$ cat src/rtl/lbk_pkg.sv
// Package: shared route codes and helpers for the loopback path selector.
// Assumes: the mode field is one-hot with the bit order fixed below.
package lbk_pkg;

    // Source that can feed one output stream; SRC_OFF is the suppressed slot.
    typedef enum logic [2:0] {
        SRC_OFF      = 3'd0,
        SRC_MAC_TX   = 3'd1,
        SRC_LINE_RX  = 3'd2,
        SRC_PRE_SCR  = 3'd3,
        SRC_POST_SCR = 3'd4,
        SRC_POST_ENC = 3'd5,
        SRC_GIG      = 3'd6
    } src_e;

    localparam int NUM_SRC = 7;
    localparam int MODE_W  = 4;
    localparam int PCS_W   = 2;

    localparam logic [MODE_W-1:0] MODE_NONE = 4'b0000;
    localparam logic [MODE_W-1:0] MODE_DIG  = 4'b0001;
    localparam logic [MODE_W-1:0] MODE_ANA  = 4'b0010;
    localparam logic [MODE_W-1:0] MODE_EXT  = 4'b0100;
    localparam logic [MODE_W-1:0] MODE_REV  = 4'b1000;

    // True when a nonzero mode has more than one bit set.
    function automatic logic mode_is_bad(input logic [MODE_W-1:0] m);
        return (m != '0) && ((m & (m - 1'b1)) != '0);
    endfunction

endpackage

$ cat src/rtl/lbk_cfg_regs.sv
// Module: configuration holding registers with write-order enforcement.
// Assumes: all fields arrive together on a single-cycle write strobe.
// A nonzero mode written while the PCS point (stored or written) is nonzero
// is refused: mode is stored as zero and the order error is latched.
module lbk_cfg_regs
    import lbk_pkg::*;
(
    input  logic              clk,
    input  logic              rst_n,
    input  logic              we_i,
    input  logic [MODE_W-1:0] mode_i,
    input  logic [PCS_W-1:0]  pcs_i,
    input  logic              txp_i,
    input  logic              rxp_i,
    output logic [MODE_W-1:0] mode_q,
    output logic [PCS_W-1:0]  pcs_q,
    output logic              txp_q,
    output logic              rxp_q,
    output logic              bad_mode_o,
    output logic              err_o
);

    logic order_viol;
    logic order_err_q;

    // Detect a mode write that arrives while a PCS loop point is still set.
    always_comb begin
        order_viol = (mode_i != '0) && ((pcs_q != '0) || (pcs_i != '0));
    end

    // Load configuration on write, refusing the mode on an order violation.
    always_ff @(posedge clk) begin
        if (!rst_n) begin
            mode_q      <= '0;
            pcs_q       <= '0;
            txp_q       <= 1'b0;
            rxp_q       <= 1'b0;
            order_err_q <= 1'b0;
        end else if (we_i) begin
            mode_q      <= order_viol ? MODE_NONE : mode_i;
            pcs_q       <= pcs_i;
            txp_q       <= txp_i;
            rxp_q       <= rxp_i;
            order_err_q <= order_viol;
        end
    end

    // Flag a stored mode that is neither zero nor one-hot.
    always_comb begin
        bad_mode_o = mode_is_bad(mode_q);
        err_o      = order_err_q | bad_mode_o;
    end

    AST_MODE_NEEDS_CLEAR_PCS: assert property (@(posedge clk) disable iff (!rst_n)
        (mode_q != '0) |-> (pcs_q == '0));

    AST_ORDER_REFUSED: assert property (@(posedge clk) disable iff (!rst_n)
        (we_i && (mode_i != '0) && ((pcs_q != '0) || (pcs_i != '0)))
        |=> ((mode_q == '0) && err_o));

endmodule

$ cat src/rtl/lbk_route_dec.sv
// Module: decodes the stored configuration and speed into two source selects.
// Assumes: a bad mode has already been flagged; it is routed as no loop.
module lbk_route_dec
    import lbk_pkg::*;
(
    input  logic              clk,
    input  logic              rst_n,
    input  logic [MODE_W-1:0] mode_i,
    input  logic [PCS_W-1:0]  pcs_i,
    input  logic              txp_i,
    input  logic              rxp_i,
    input  logic              gig_i,
    input  logic              bad_mode_i,
    output src_e              rx_sel_o,
    output src_e              tx_sel_o
);

    logic [MODE_W-1:0] eff_mode;

    // Collapse an illegal mode to no loop.
    always_comb begin
        eff_mode = bad_mode_i ? MODE_NONE : mode_i;
    end

    // Choose the source of each output from mode, PCS point and speed.
    always_comb begin
        rx_sel_o = SRC_LINE_RX;
        tx_sel_o = SRC_MAC_TX;
        unique case (eff_mode)
            MODE_DIG: begin
                rx_sel_o = SRC_MAC_TX;
                tx_sel_o = txp_i ? SRC_MAC_TX : SRC_OFF;
            end
            MODE_ANA: begin
                rx_sel_o = SRC_POST_ENC;
            end
            MODE_EXT: begin
                rx_sel_o = SRC_LINE_RX;
            end
            MODE_REV: begin
                tx_sel_o = SRC_LINE_RX;
                rx_sel_o = rxp_i ? SRC_LINE_RX : SRC_OFF;
            end
            default: begin
                if (gig_i) begin
                    if (pcs_i[0]) rx_sel_o = SRC_GIG;
                end else begin
                    unique case (pcs_i)
                        2'b01:   rx_sel_o = SRC_PRE_SCR;
                        2'b10:   rx_sel_o = SRC_POST_SCR;
                        2'b11:   rx_sel_o = SRC_POST_ENC;
                        default: rx_sel_o = SRC_LINE_RX;
                    endcase
                end
            end
        endcase
    end

    AST_TX_PASS_LOCAL: assert property (@(posedge clk) disable iff (!rst_n)
        (tx_sel_o == SRC_OFF) |-> (eff_mode == MODE_DIG));

    AST_RX_PASS_LOCAL: assert property (@(posedge clk) disable iff (!rst_n)
        (rx_sel_o == SRC_OFF) |-> (eff_mode == MODE_REV));

endmodule

$ cat src/rtl/lbk_stream_mux.sv
// Module: registered selector of one {valid,data} stream out of NSRC sources.
// Assumes: slot 0 of the source array is the all-zero suppressed source.
module lbk_stream_mux
    import lbk_pkg::*;
#(
    parameter int DW   = 8,
    parameter int NSRC = NUM_SRC
) (
    input  logic          clk,
    input  logic          rst_n,
    input  logic [DW:0]   src_i [NSRC],
    input  src_e          sel_i,
    output logic          out_v,
    output logic [DW-1:0] out_d
);

    logic [DW:0] pick;

    // Pick the selected source, defaulting to the suppressed value.
    always_comb begin
        pick = '0;
        for (int k = 0; k < NSRC; k++) begin
            if (int'(sel_i) == k) pick = src_i[k];
        end
    end

    // Register the chosen stream; reset clears it.
    always_ff @(posedge clk) begin
        if (!rst_n) begin
            out_v <= 1'b0;
            out_d <= '0;
        end else begin
            out_v <= pick[DW];
            out_d <= pick[DW-1:0];
        end
    end

    AST_SUPPRESS_ZERO: assert property (@(posedge clk) disable iff (!rst_n)
        (sel_i == SRC_OFF) |=> (!out_v && (out_d == '0)));

endmodule

$ cat src/rtl/lbk_path_sel.sv
// Module: top of the loopback path selector. Holds configuration, decodes
// the loop point and drives the MAC receive and line transmit streams.
// Assumes: stage taps are aligned to the cycle they are presented in.
module lbk_path_sel
    import lbk_pkg::*;
#(
    parameter int DW = 8
) (
    input  logic          clk,
    input  logic          rst_n,
    input  logic          speed_gig,
    input  logic          cfg_we,
    input  logic [3:0]    cfg_mode,
    input  logic [1:0]    cfg_pcs,
    input  logic          cfg_tx_pass,
    input  logic          cfg_rx_pass,
    input  logic          mac_tx_v,
    input  logic [DW-1:0] mac_tx_d,
    input  logic          line_rx_v,
    input  logic [DW-1:0] line_rx_d,
    input  logic          tap_pre_scr_v,
    input  logic [DW-1:0] tap_pre_scr_d,
    input  logic          tap_post_scr_v,
    input  logic [DW-1:0] tap_post_scr_d,
    input  logic          tap_post_enc_v,
    input  logic [DW-1:0] tap_post_enc_d,
    input  logic          tap_gig_v,
    input  logic [DW-1:0] tap_gig_d,
    output logic          mac_rx_v,
    output logic [DW-1:0] mac_rx_d,
    output logic          line_tx_v,
    output logic [DW-1:0] line_tx_d,
    output logic          cfg_err
);

    localparam int SW = DW + 1;

    logic [MODE_W-1:0] mode_q;
    logic [PCS_W-1:0]  pcs_q;
    logic              txp_q;
    logic              rxp_q;
    logic              bad_mode;
    src_e              rx_sel;
    src_e              tx_sel;
    logic [SW-1:0]     srcs [NUM_SRC];

    lbk_cfg_regs u_cfg (
        .clk        (clk),
        .rst_n      (rst_n),
        .we_i       (cfg_we),
        .mode_i     (cfg_mode),
        .pcs_i      (cfg_pcs),
        .txp_i      (cfg_tx_pass),
        .rxp_i      (cfg_rx_pass),
        .mode_q     (mode_q),
        .pcs_q      (pcs_q),
        .txp_q      (txp_q),
        .rxp_q      (rxp_q),
        .bad_mode_o (bad_mode),
        .err_o      (cfg_err)
    );

    lbk_route_dec u_dec (
        .clk        (clk),
        .rst_n      (rst_n),
        .mode_i     (mode_q),
        .pcs_i      (pcs_q),
        .txp_i      (txp_q),
        .rxp_i      (rxp_q),
        .gig_i      (speed_gig),
        .bad_mode_i (bad_mode),
        .rx_sel_o   (rx_sel),
        .tx_sel_o   (tx_sel)
    );

    // Gather every candidate stream into one source table, indexed by src_e.
    always_comb begin
        srcs[SRC_OFF]      = '0;
        srcs[SRC_MAC_TX]   = {mac_tx_v, mac_tx_d};
        srcs[SRC_LINE_RX]  = {line_rx_v, line_rx_d};
        srcs[SRC_PRE_SCR]  = {tap_pre_scr_v, tap_pre_scr_d};
        srcs[SRC_POST_SCR] = {tap_post_scr_v, tap_post_scr_d};
        srcs[SRC_POST_ENC] = {tap_post_enc_v, tap_post_enc_d};
        srcs[SRC_GIG]      = {tap_gig_v, tap_gig_d};
    end

    // One registered selector per output stream.
    for (genvar g = 0; g < 2; g++) begin : g_out
        logic          o_v;
        logic [DW-1:0] o_d;
        lbk_stream_mux #(.DW(DW), .NSRC(NUM_SRC)) u_mux (
            .clk   (clk),
            .rst_n (rst_n),
            .src_i (srcs),
            .sel_i ((g == 0) ? rx_sel : tx_sel),
            .out_v (o_v),
            .out_d (o_d)
        );
    end

    assign mac_rx_v  = g_out[0].o_v;
    assign mac_rx_d  = g_out[0].o_d;
    assign line_tx_v = g_out[1].o_v;
    assign line_tx_d = g_out[1].o_d;

    AST_NORMAL_PATH: assert property (@(posedge clk) disable iff (!rst_n)
        ((mode_q == MODE_NONE) && (pcs_q == '0))
        |=> ((mac_rx_d == $past(line_rx_d)) && (line_tx_d == $past(mac_tx_d))));

    AST_DIG_TURN: assert property (@(posedge clk) disable iff (!rst_n)
        (mode_q == MODE_DIG)
        |=> ((mac_rx_v == $past(mac_tx_v)) && (mac_rx_d == $past(mac_tx_d))));

    AST_REV_ECHO: assert property (@(posedge clk) disable iff (!rst_n)
        (mode_q == MODE_REV)
        |=> ((line_tx_v == $past(line_rx_v)) && (line_tx_d == $past(line_rx_d))));

    AST_BAD_MODE_FLAG: assert property (@(posedge clk) disable iff (!rst_n)
        ($countones(mode_q) > 1) |-> cfg_err);

endmodule

$ cat config.mk
export PLATFORM = sky130hd
export DESIGN_NAME = lbk_path_sel
export DESIGN_NICKNAME = d
export VERILOG_FILES = /design/src/rtl/lbk_pkg.sv /design/src/rtl/lbk_cfg_regs.sv /design/src/rtl/lbk_route_dec.sv /design/src/rtl/lbk_stream_mux.sv /design/src/rtl/lbk_path_sel.sv
export SDC_FILE = /design/constraint.sdc
export NUM_CORES = 1
export LEC_CHECK = 0
export ABC_CLOCK_PERIOD_IN_PS = 1700
export BUFFER_PORTS_ARGS = -buffer_cell sky130_fd_sc_hd__buf_2
export CORE_MARGIN = 2
export CORE_UTILIZATION = 41
export DETAILED_ROUTE_END_ITERATION = 10
export HOLD_SLACK_MARGIN = 0.06
export PLACE_DENSITY = 0.78
export SLEW_MARGIN = 25
export SYNTH_ARGS = -nofsm -noshare
export SYNTH_HDL_FRONTEND = slang
export SYNTH_SLANG_ARGS = --single-unit
export TNS_END_PERCENT = 50
$ cat constraint.sdc
create_clock -name clk -period 1.7 [get_ports clk]
set_input_delay 0.085 -clock clk [delete_from_list [all_inputs] [get_ports clk]]
set_output_delay 0.085 -clock clk [all_outputs]
set_load 0.05 [all_outputs]
After elaboration in Yosys (flattened, before gate mapping)
Index checks and enable logic that the tools add are counted.

Bits in registers: 27. Input bits: 66. Word-level logic and storage cells: 60.

Add/sub/neg operators: 1. Eq/ne operators: 19. Mux-type cells: 21. Bitwise operators: 2. Reduce and logical (&&, ||, !) cells: 8.

Operators by type and width (count): $mux W9 (12); $eq A3 B3 Y1 const B (8); $eq A3 B2 Y1 const B (4); $pmux W3 S4 (1); $reduce_bool A4 Y1 (3); $pmux W3 S3 (1); $mux W4 (2); $mux W3 (2); $pmux W3 S2 (1); $and A4 B4 Y4 (1); $eq A2 B2 Y1 const B (2); $eq A4 B1 Y1 const B (1); $eq A4 B2 Y1 const B (1); $eq A4 B3 Y1 const B (1); $eq A4 B4 Y1 const B (1); $reduce_bool A2 Y1 (2); $sub A4 B1 Y4 const B (1); $eq A2 B1 Y1 const B (1); $logic_and A1 B1 Y1 (2); $mux W2 (1); $logic_or A1 B1 Y1 (1); $mux W1 (1); $or A1 B1 Y1 (1).

Longest topological paths before layout
Gate-level depths: netlist (run 1).

Depth after elaboration: 14. Mapped depth: 8.

By module
Synthesis (run 1) repeated with hierarchy kept, for this count alone.

Cells, all modules: 266. Area, all modules: 2316.0 sq um.

Modules (own cells, without submodules): lbk_stream_mux (instances 2, cells each 99, area an instance 858.3 sq um); lbk_cfg_regs (instances 1, cells each 40, area an instance 410.4 sq um); lbk_route_dec (instances 1, cells each 27, area an instance 185.2 sq um); lbk_path_sel (instances 1, cells each 1, area an instance 3.8 sq um).

Worst setup path after synthesis (run 1)
Ideal clock, no wire load.

Path type: reg-to-reg. Start point: register u_cfg.mode_q[2]. End point: register g_out[0].u_mux.out_d[0]. Arrival: 1.603 ns. Required time: 1.564 ns. Setup slack: -0.039 ns. Cell stages (with the launch flop): 7. Buffers on the path: 1. Period minus slack after synthesis: 1.739 ns. Path through: dfxtp_1 -> buf_4 -> a21o_1 -> a221oi_4 -> nand2_4 -> o31ai_4 -> o32ai_1.

Cells in the longest elaborated chain, start to end: 14. Elaborated cells between the ends (all ways): 23. Classes of those cells: add/sub: 1; eq/ne: 10; mux: 8; bitwise: 1; reduce/logical: 3.

Ends and longest elaborated chain: start: declaration (RTL line lbk_cfg_regs.sv:15) `output logic [MODE_W-1:0] mode_q,`; start signal: assignment (RTL line lbk_cfg_regs.sv:40) `mode_q <= order_viol ? MODE_NONE : mode_i;`; $sub A4 B1 Y4 (RTL line lbk_pkg.sv:28) `return (m != '0) && ((m & (m - 1'b1)) != '0);`; $and A4 B4 Y4 (RTL line lbk_pkg.sv:28); $reduce_bool A4 Y1 (RTL line lbk_pkg.sv:28); $logic_and A1 B1 Y1 (RTL line lbk_pkg.sv:28); $mux W4 (*) (RTL line lbk_route_dec.sv:22) `eff_mode = bad_mode_i ? MODE_NONE : mode_i;`; $eq A4 B4 Y1, or another cell as far along (RTL line lbk_route_dec.sv:29) `unique case (eff_mode)`; $pmux W3 S4 (*) (RTL line lbk_route_dec.sv:29); $eq A3 B2 Y1 (RTL line lbk_stream_mux.sv:23) `if (int'(sel_i) == k) pick = src_i[k];`; $mux W9 (5 in a row) (RTL line lbk_stream_mux.sv:23); $mux W9 (*) (RTL line lbk_stream_mux.sv:23); end signal: assignment (RTL line lbk_stream_mux.sv:34) `out_d <= pick[DW-1:0];`; end: declaration (RTL line lbk_stream_mux.sv:14) `output logic [DW-1:0] out_d`.

Mark *: on every way between the ends. The rest lies on a longest branch, timed or not. A chain may end at the register's enable or synchronous reset.

Worst setup path in the final report (run 1)
Start point: register u_cfg.mode_q[1]. End point: register g_out[0].u_mux.out_d[6].

The elaborated chain is that of the path after synthesis.

==> reports/results.tsv, run 1 <==
stage	metric	value	unit
outcome	outcome	finished with violations	
outcome	failed_checks	setup timing	
cts	cts_sinks	27	
layout	drive_gt1_share	46.8	%
place	hpwl	4030	um
yosys	synth_area_leader_cell	dfxtp_1	
global_routing	grt_pass1_wl	7720	um
setup_path	regToRegEndpoint	g_out[0].u_mux.out_d[6]	
route	num_vias	1894	
power_and_ir_drop	intPower	1.14	mW
layout	area_delta_synth_final	53.5	%
global_routing	grt_usage	21.9	%
setup_path	cp.required	1890	ps
layout	multiInputGateArea	0.00110	mm^2
timing	grt_setup_unrepaired	true	
power_and_ir_drop	sequentialPowerShare	39.7	%
layout	diodes	0	
yosys	synthTopCellsByCount	dfxtp_1 (27), nor2_1 (22), nand2_1 (16), mux2i_1 (15), nor2b_1 (15)	
die	io-pin-count	85	
timing	slew_violations	0	
power_and_ir_drop	power.density	673	mW/mm^2
timing	tightestPinTransition	542	ps
yosys	ys_top_cells_by_area	dfxtp_1 (32%), mux2i_1 (8.8%), nor2b_1 (5.5%)	
timing	min_period	1830	ps
cts	insertion_delay	270	ps
layout	final_core_util	65.3	%
place	dp.cells	344	
timing	fmaxAchievable	0.545	GHz
timing	final_hold_viol_count	0	
setup_path	reg2reg_slack	-130	ps
min_path	hold_depth	3	
yosys	synthArstFlopShare	0	%
die	rows	23	
yosys	ys.flop_type	dfxtp_1	
timing	fin_crit_sh	108	%
cts	clock_path_buffers	2	
yosys	synth.top_cell.area_share	31.8	%
route	dr.pass1.iters	4	
setup_path	slowest_stage	dfxtp_2	
route	routed_via_density	5.26	
cts	cts_tree	built	
die	die_w	68.4	um
route	routedWlPerCell	15.0	um
route	postRouteWirelength	5410	um
yosys	yosysMostFrequentCell	dfxtp_1	
route	drc	0	
setup_path	path_cells	buf_12 -> nor4b_4 -> a21oi_2 -> nand3_4 -> buf_12 -> buf_4 -> a22o_1 -> a2bb2oi_2 -> o32ai_2	
global_routing	first_global_vias	1711	
power_and_ir_drop	switching_share	34.9	%
layout	fillCellCount	328	
yosys	yosysSeqAreaShare	31.8	%
yosys	synth_cell_types	36	
min_path	min_to	g_out[0].u_mux.out_d[6]	
global_routing	grt_overflow	0	
power_and_ir_drop	p_leak	1.28	nW
setup_path	crit_fanout	8	
yosys	synth_edf_count	0	
route	ant_nets	0	
yosys	syn_area_per_cell	8.86	um^2
global_routing	grt_antenna_before_repair	0	
setup_path	start_kind	flop	
yosys	ys_ff_latch	27	
route	first_iter_violations	136	
power_and_ir_drop	pwr-share-comb	39.0	%
die	core	0.00400	mm^2
yosys	syn_inst	192	
setup_path	crit_top_cell	buf_12	
layout	seq_area	553	um^2
global_routing	grt_max_degree	21	
layout	num-nets-final	377	
cts	cts-root-buf	clkbuf_8	
layout	instances_no_fill	360	
yosys	ys_warn_count	0	
place	gp_congestion	0.790	
timing	finClkSkew	2.53	ps
power_and_ir_drop	clkPwrFrac	21.3	%
timing	setup_viol	9	
power_and_ir_drop	ir_drop	406	uV
cts	path_clk_slew	100	ps
power_and_ir_drop	switchingPower	0.614	mW
setup_path	crit_arrival	2020	ps
die	die-height	68.4	um
timing	max-slew-margin-rel	63.9	%
yosys	synth_area	0.00170	mm^2
die	die_area	0.00468	mm^2
die	start_util	42.5	%
setup_path	end_kind	flop	
place	portBuffers	84	
yosys	synth_fp_nets	258	
timing	fin_ws	-135	ps
min_path	min_path_type	input pin to flop	
setup_path	cp_slowest_stage_delay	360	ps
min_path	hold_start	tap_gig_d[6]	
setup_path	critPathKind	flop to flop	
setup_path	r2r_start	u_cfg.mode_q[1]	
setup_path	r2r_cells	9	
place	place_ws	-258	ps
job	cap_viol_max_count	0	
cts	htreeDepth	1	
cts	cts_buffers	3	
kinds of logic after synthesis:
kind of cell,synth area share (%)
compound gates,26.5
mux,8.82
simple gates,25.8
buf+inv,6.54
fa+ha+maj,0.588
flops,31.8
registers in the layout (all words and copies together) (netlist names):
register and count:
g_out.u_mux.out_v 2, u_cfg.txp_q 1, u_cfg.pcs_q 2, u_cfg.order_err_q 1, g_out.u_mux.out_d 16, u_cfg.rxp_q 1, u_cfg.mode_q 4
worst max path at each step:
stage,end,slack [ps],cells after the start,startpoint
after global placement,g_out[0].u_mux.out_d[1],-170,6,u_cfg.mode_q[2]
after CTS,g_out[0].u_mux.out_d[6],-100,9,u_cfg.mode_q[1]
after detailed placement,g_out[0].u_mux.out_d[6],-260,7,u_cfg.mode_q[2]
after global routing,g_out[0].u_mux.out_d[6],-210,9,u_cfg.mode_q[1]
after floorplan,g_out[0].u_mux.out_d[1],20,6,u_cfg.mode_q[3]
final,g_out[0].u_mux.out_d[6],-130,9,u_cfg.mode_q[1]
per-stage QoR:
stage               cell area (um^2)  TNS, ps  power, mW  hold slack [ps]
finish                          2610     -792       1.76             58.9
global route                    2610    -1580       1.85             64.2
CTS                             2540     -687       1.74             65.1
detailed placement              2370    -1970       1.34              324
global placement                2370    -1430       1.33              319
floorplan                       1700        0       1.12              221
cell type report:
| type | count | share of cell area, % |
|---|---|---|
| timing repair buffer | 125 | 31.0 |
| tap | 50 | 2.40 |
| sequential | 27 | 21.2 |
| inverter | 10 | 1.44 |
| clock buffer | 3 | 1.58 |
| multi-input combinational | 144 | 42.2 |
| clock inverter | 1 | 0.192 |
routing by layer:
| layer | vias up | track usage (%) | part of all wire, % |
|---|---|---|---|
| li1 | 936 | - | - |
| met1 | 880 | 26.5 | 41 |
| met2 | 74 | 40.4 | 51 |
| met3 | 4 | 2.63 | 7.1 |
| met4 | 0 | 5.25 | 0.59 |
| met5 | - | 0 | 0 |
cell usage in the layout, fill, tap and decap left out, types with 3 or more instances in the layout:
master / count
a21oi_1: 3
buf_2: 84
buf_12: 3
a21boi_0: 4
dfxtp_4: 3
nor2b_1: 15
dfxtp_1: 23
clkbuf_8: 3
a22oi_1: 9
dlygate4sd3_1: 8
nand2_1: 14
o32ai_1: 8
inv_1: 10
a2bb2oi_1: 8
nor4_1: 3
a22o_1: 9
buf_4: 27
nor2_1: 21
mux2i_1: 13
nand3_1: 4
critical path, delay by kind of cell (launching register included):
kind                   cells  cell delay (ps)
AO/OA/AOI/OAI              4              550
flip-flops                 1              360
AND/OR/NAND/NOR            2              420
buffers and inverters      3              420
power by group through the flow:
stage | registers (mW) | logic, mW | clock network [mW]
2_1_floorplan | 0.855 | 0.266 | 0
3_3_place_gp | 0.715 | 0.620 | 0
3_5_place_dp | 0.716 | 0.626 | 0
4_1_cts | 0.698 | 0.656 | 0.384
5_1_grt | 0.703 | 0.728 | 0.415
6_report | 0.697 | 0.685 | 0.375
what timing repair did:
action / CTS / global route
hold endpoints to repair: 8 / 0
buffers inserted: 2 / 1
resized for setup: 13 / 7
setup endpoints to repair: 9 / 10
cloned: 0 / 1
hold buffers: 8 / 0
pin swaps: 6 / 4
No activity file was read; power rests on OpenSTA's default activity.
==> run 2: changes to the inputs <==
- GPL_TIMING_DRIVEN: default -> 0
==> reports/results.tsv, run 2 (synthesized netlist as in run 1, its figures left out) <==
stage	metric	value	unit
outcome	outcome	finished with violations	
outcome	failed_checks	setup timing	
timing	min_period	1830	ps
power_and_ir_drop	intPower	1.16	mW
route	dr.pass1.iters	5	
die	die_w	68.4	um
setup_path	slowest_stage	dfxtp_4	
power_and_ir_drop	switching_share	35.8	%
setup_path	end_kind	flop	
setup_path	critPathKind	flop to flop	
die	die_area	0.00468	mm^2
job	cap_viol_max_count	0	
setup_path	crit_top_cell	buf_12	
layout	final_cell_mix	buf_2 (82), nor2_1 (22), dfxtp_1 (22)	
die	io-pin-count	85	
die	start_util	42.5	%
global_routing	grt_overflow	0	
layout	diodes	0	
setup_path	cp_top_family	compound AO/OA/AOI/OAI gates	
setup_path	crit_fanout	6	
timing	fin_ws	-127	ps
timing	final.setup.tns	-996	ps
timing	fin_hold_ws	63.2	ps
place	gp_congestion	0.796	
cts	clock_path_buffers	2	
route	ant_nets	0	
power_and_ir_drop	power	1.81	mW
route	first_iter_violations	181	
layout	top_regs	g_out.u_mux.out_d (16), u_cfg.mode_q (4)	
global_routing	grt_antenna_before_repair	0	
timing	grt_setup_unrepaired	true	
cts	cts-root-buf	clkbuf_8	
timing	max-slew-margin-rel	51.4	%
route	routedWlPerCell	16.1	um
layout	num-nets-final	364	
die	core	0.00400	mm^2
global_routing	first_global_vias	1792	
power_and_ir_drop	power.density	691	mW/mm^2
setup_path	cp.required	1890	ps
global_routing	grt_max_degree	15	
layout	area_delta_synth_final	53.6	%
route	highest_layer	met4	
cts	cts_tree	built	
power_and_ir_drop	clkPwrFrac	21.6	%
setup_path	path_cells	buf_12 -> nor4b_4 -> a21oi_2 -> nand3_4 -> buf_12 -> mux2i_4 -> a2bb2oi_2 -> o32ai_2	
cts	htreeDepth	1	
power_and_ir_drop	sequentialPowerShare	38.7	%
timing	tightestPinTransition	722	ps
layout	largest_reg_flops	16	
timing	fin_crit_sh	107	%
min_path	min_path_type	input pin to flop	
cts	path_clk_slew	100	ps
power_and_ir_drop	pwr-share-comb	39.7	%
layout	drive_gt1_share	45.5	%
die	die-height	68.4	um
cts	insertion_delay	280	ps
place	hpwl	3870	um
layout	top_register	g_out.u_mux.out_d	
cts	cts_buffers	3	
place	portBuffers	82	
timing	fmaxAchievable	0.547	GHz
route	wl_met1	2200	um
route	drc	0	
power_and_ir_drop	switchingPower	0.647	mW
power_and_ir_drop	p_leak	1.22	nW
setup_path	crit_arrival	2020	ps
route	wl_met3	466	um
global_routing	grt_usage	22.9	%
power_and_ir_drop	ir_drop	297	uV
timing	final_hold_viol_count	0	
route	wl_met2	2740	um
timing	slew_violations	0	
cts	cts_sinks	27	
timing	finClkSkew	2.61	ps
route	num_vias	1921	
die	rows	23	
timing	setup_viol	14	
layout	final_common_cell	buf_2	
global_routing	grt_pass1_wl	7980	um
route	postRouteWirelength	5600	um
setup_path	critical_path_buf_inv_count	2	
setup_path	cp_slowest_stage_delay	380	ps
route	routed_via_density	5.54	
setup_path	start_kind	flop	
==> run 2: changes by cell type in the layout (fill, tap and decap cells not counted), sizes merged <==
cell         change
buf             -19
clkbuf           +5
clkinv           -1
dlygate4sd3      +1
nand3            +1
==> run 2: metrics by stage <==
stage	setup slack (ps)	util, %	instances	cell area [um^2]
6_report	-127	65.3	347	2610
5_1_grt	-223	65.3	347	2610
4_1_cts	-118	62.2	342	2490
3_5_place_dp	-323	54.4	324	2170
3_3_place_gp	-234	54.4	324	2170
2_1_floorplan	16.2	-	192	1700
==> run 2: final timing paths <==
| path | from | endpoint | slack, ps | depth (start not counted) |
|---|---|---|---|---|
| worst max-delay path | u_cfg.mode_q[0] | g_out[0].u_mux.out_d[0] | -130 | 8 |
| worst min-delay path | cfg_rx_pass | u_cfg.rxp_q | 60 | 3 |
| worst max register to register | u_cfg.mode_q[0] | g_out[0].u_mux.out_d[0] | -130 | 8 |
| worst min register to register | u_cfg.order_err_q | u_cfg.order_err_q | 530 | 2 |
==> run 2: repair_timing <==
| action | CTS | global route |
|---|---|---|
| setup endpoints to repair | 18 | 18 |
| pin swaps | 3 | 9 |
| cloned | 1 | 1 |
| setup buffers | 4 | 4 |
| hold endpoints to repair | 9 | 0 |
| hold buffers | 9 | 0 |
| resized for setup | 25 | 16 |
==> run 2: area by class of cell <==
class,instances,area (um^2)
fill,323,1390
multi-input combinational,145,1200
timing repair buffer,100,602
sequential,27,549
buffer,11,115
tap,50,62.6
clock buffer,4,45.0
inverter,10,37.5
==> run 2: worst min-delay path, delay by kind of cell <==
family / cells / cell delay [ps]
buf+inv: 1 / 70
mux: 1 / 50
simple gates: 1 / 100
==> run 2: layer usage <==
metal | global-route usage (%) | vias to the layer above
li1 | - | 916
met1 | 26.9 | 880
met2 | 39.5 | 105
met3 | 4.28 | 20
met4 | 11.0 | 0
met5 | 0 | -
==> run 2: power groups by stage <==
stage | combinational [mW] | sequential, mW | clock [mW]
finish | 0.717 | 0.699 | 0.391
global route | 0.761 | 0.705 | 0.417
CTS | 0.676 | 0.700 | 0.392
detailed placement | 0.586 | 0.714 | 0
global placement | 0.580 | 0.712 | 0
floorplan | 0.266 | 0.855 | 0
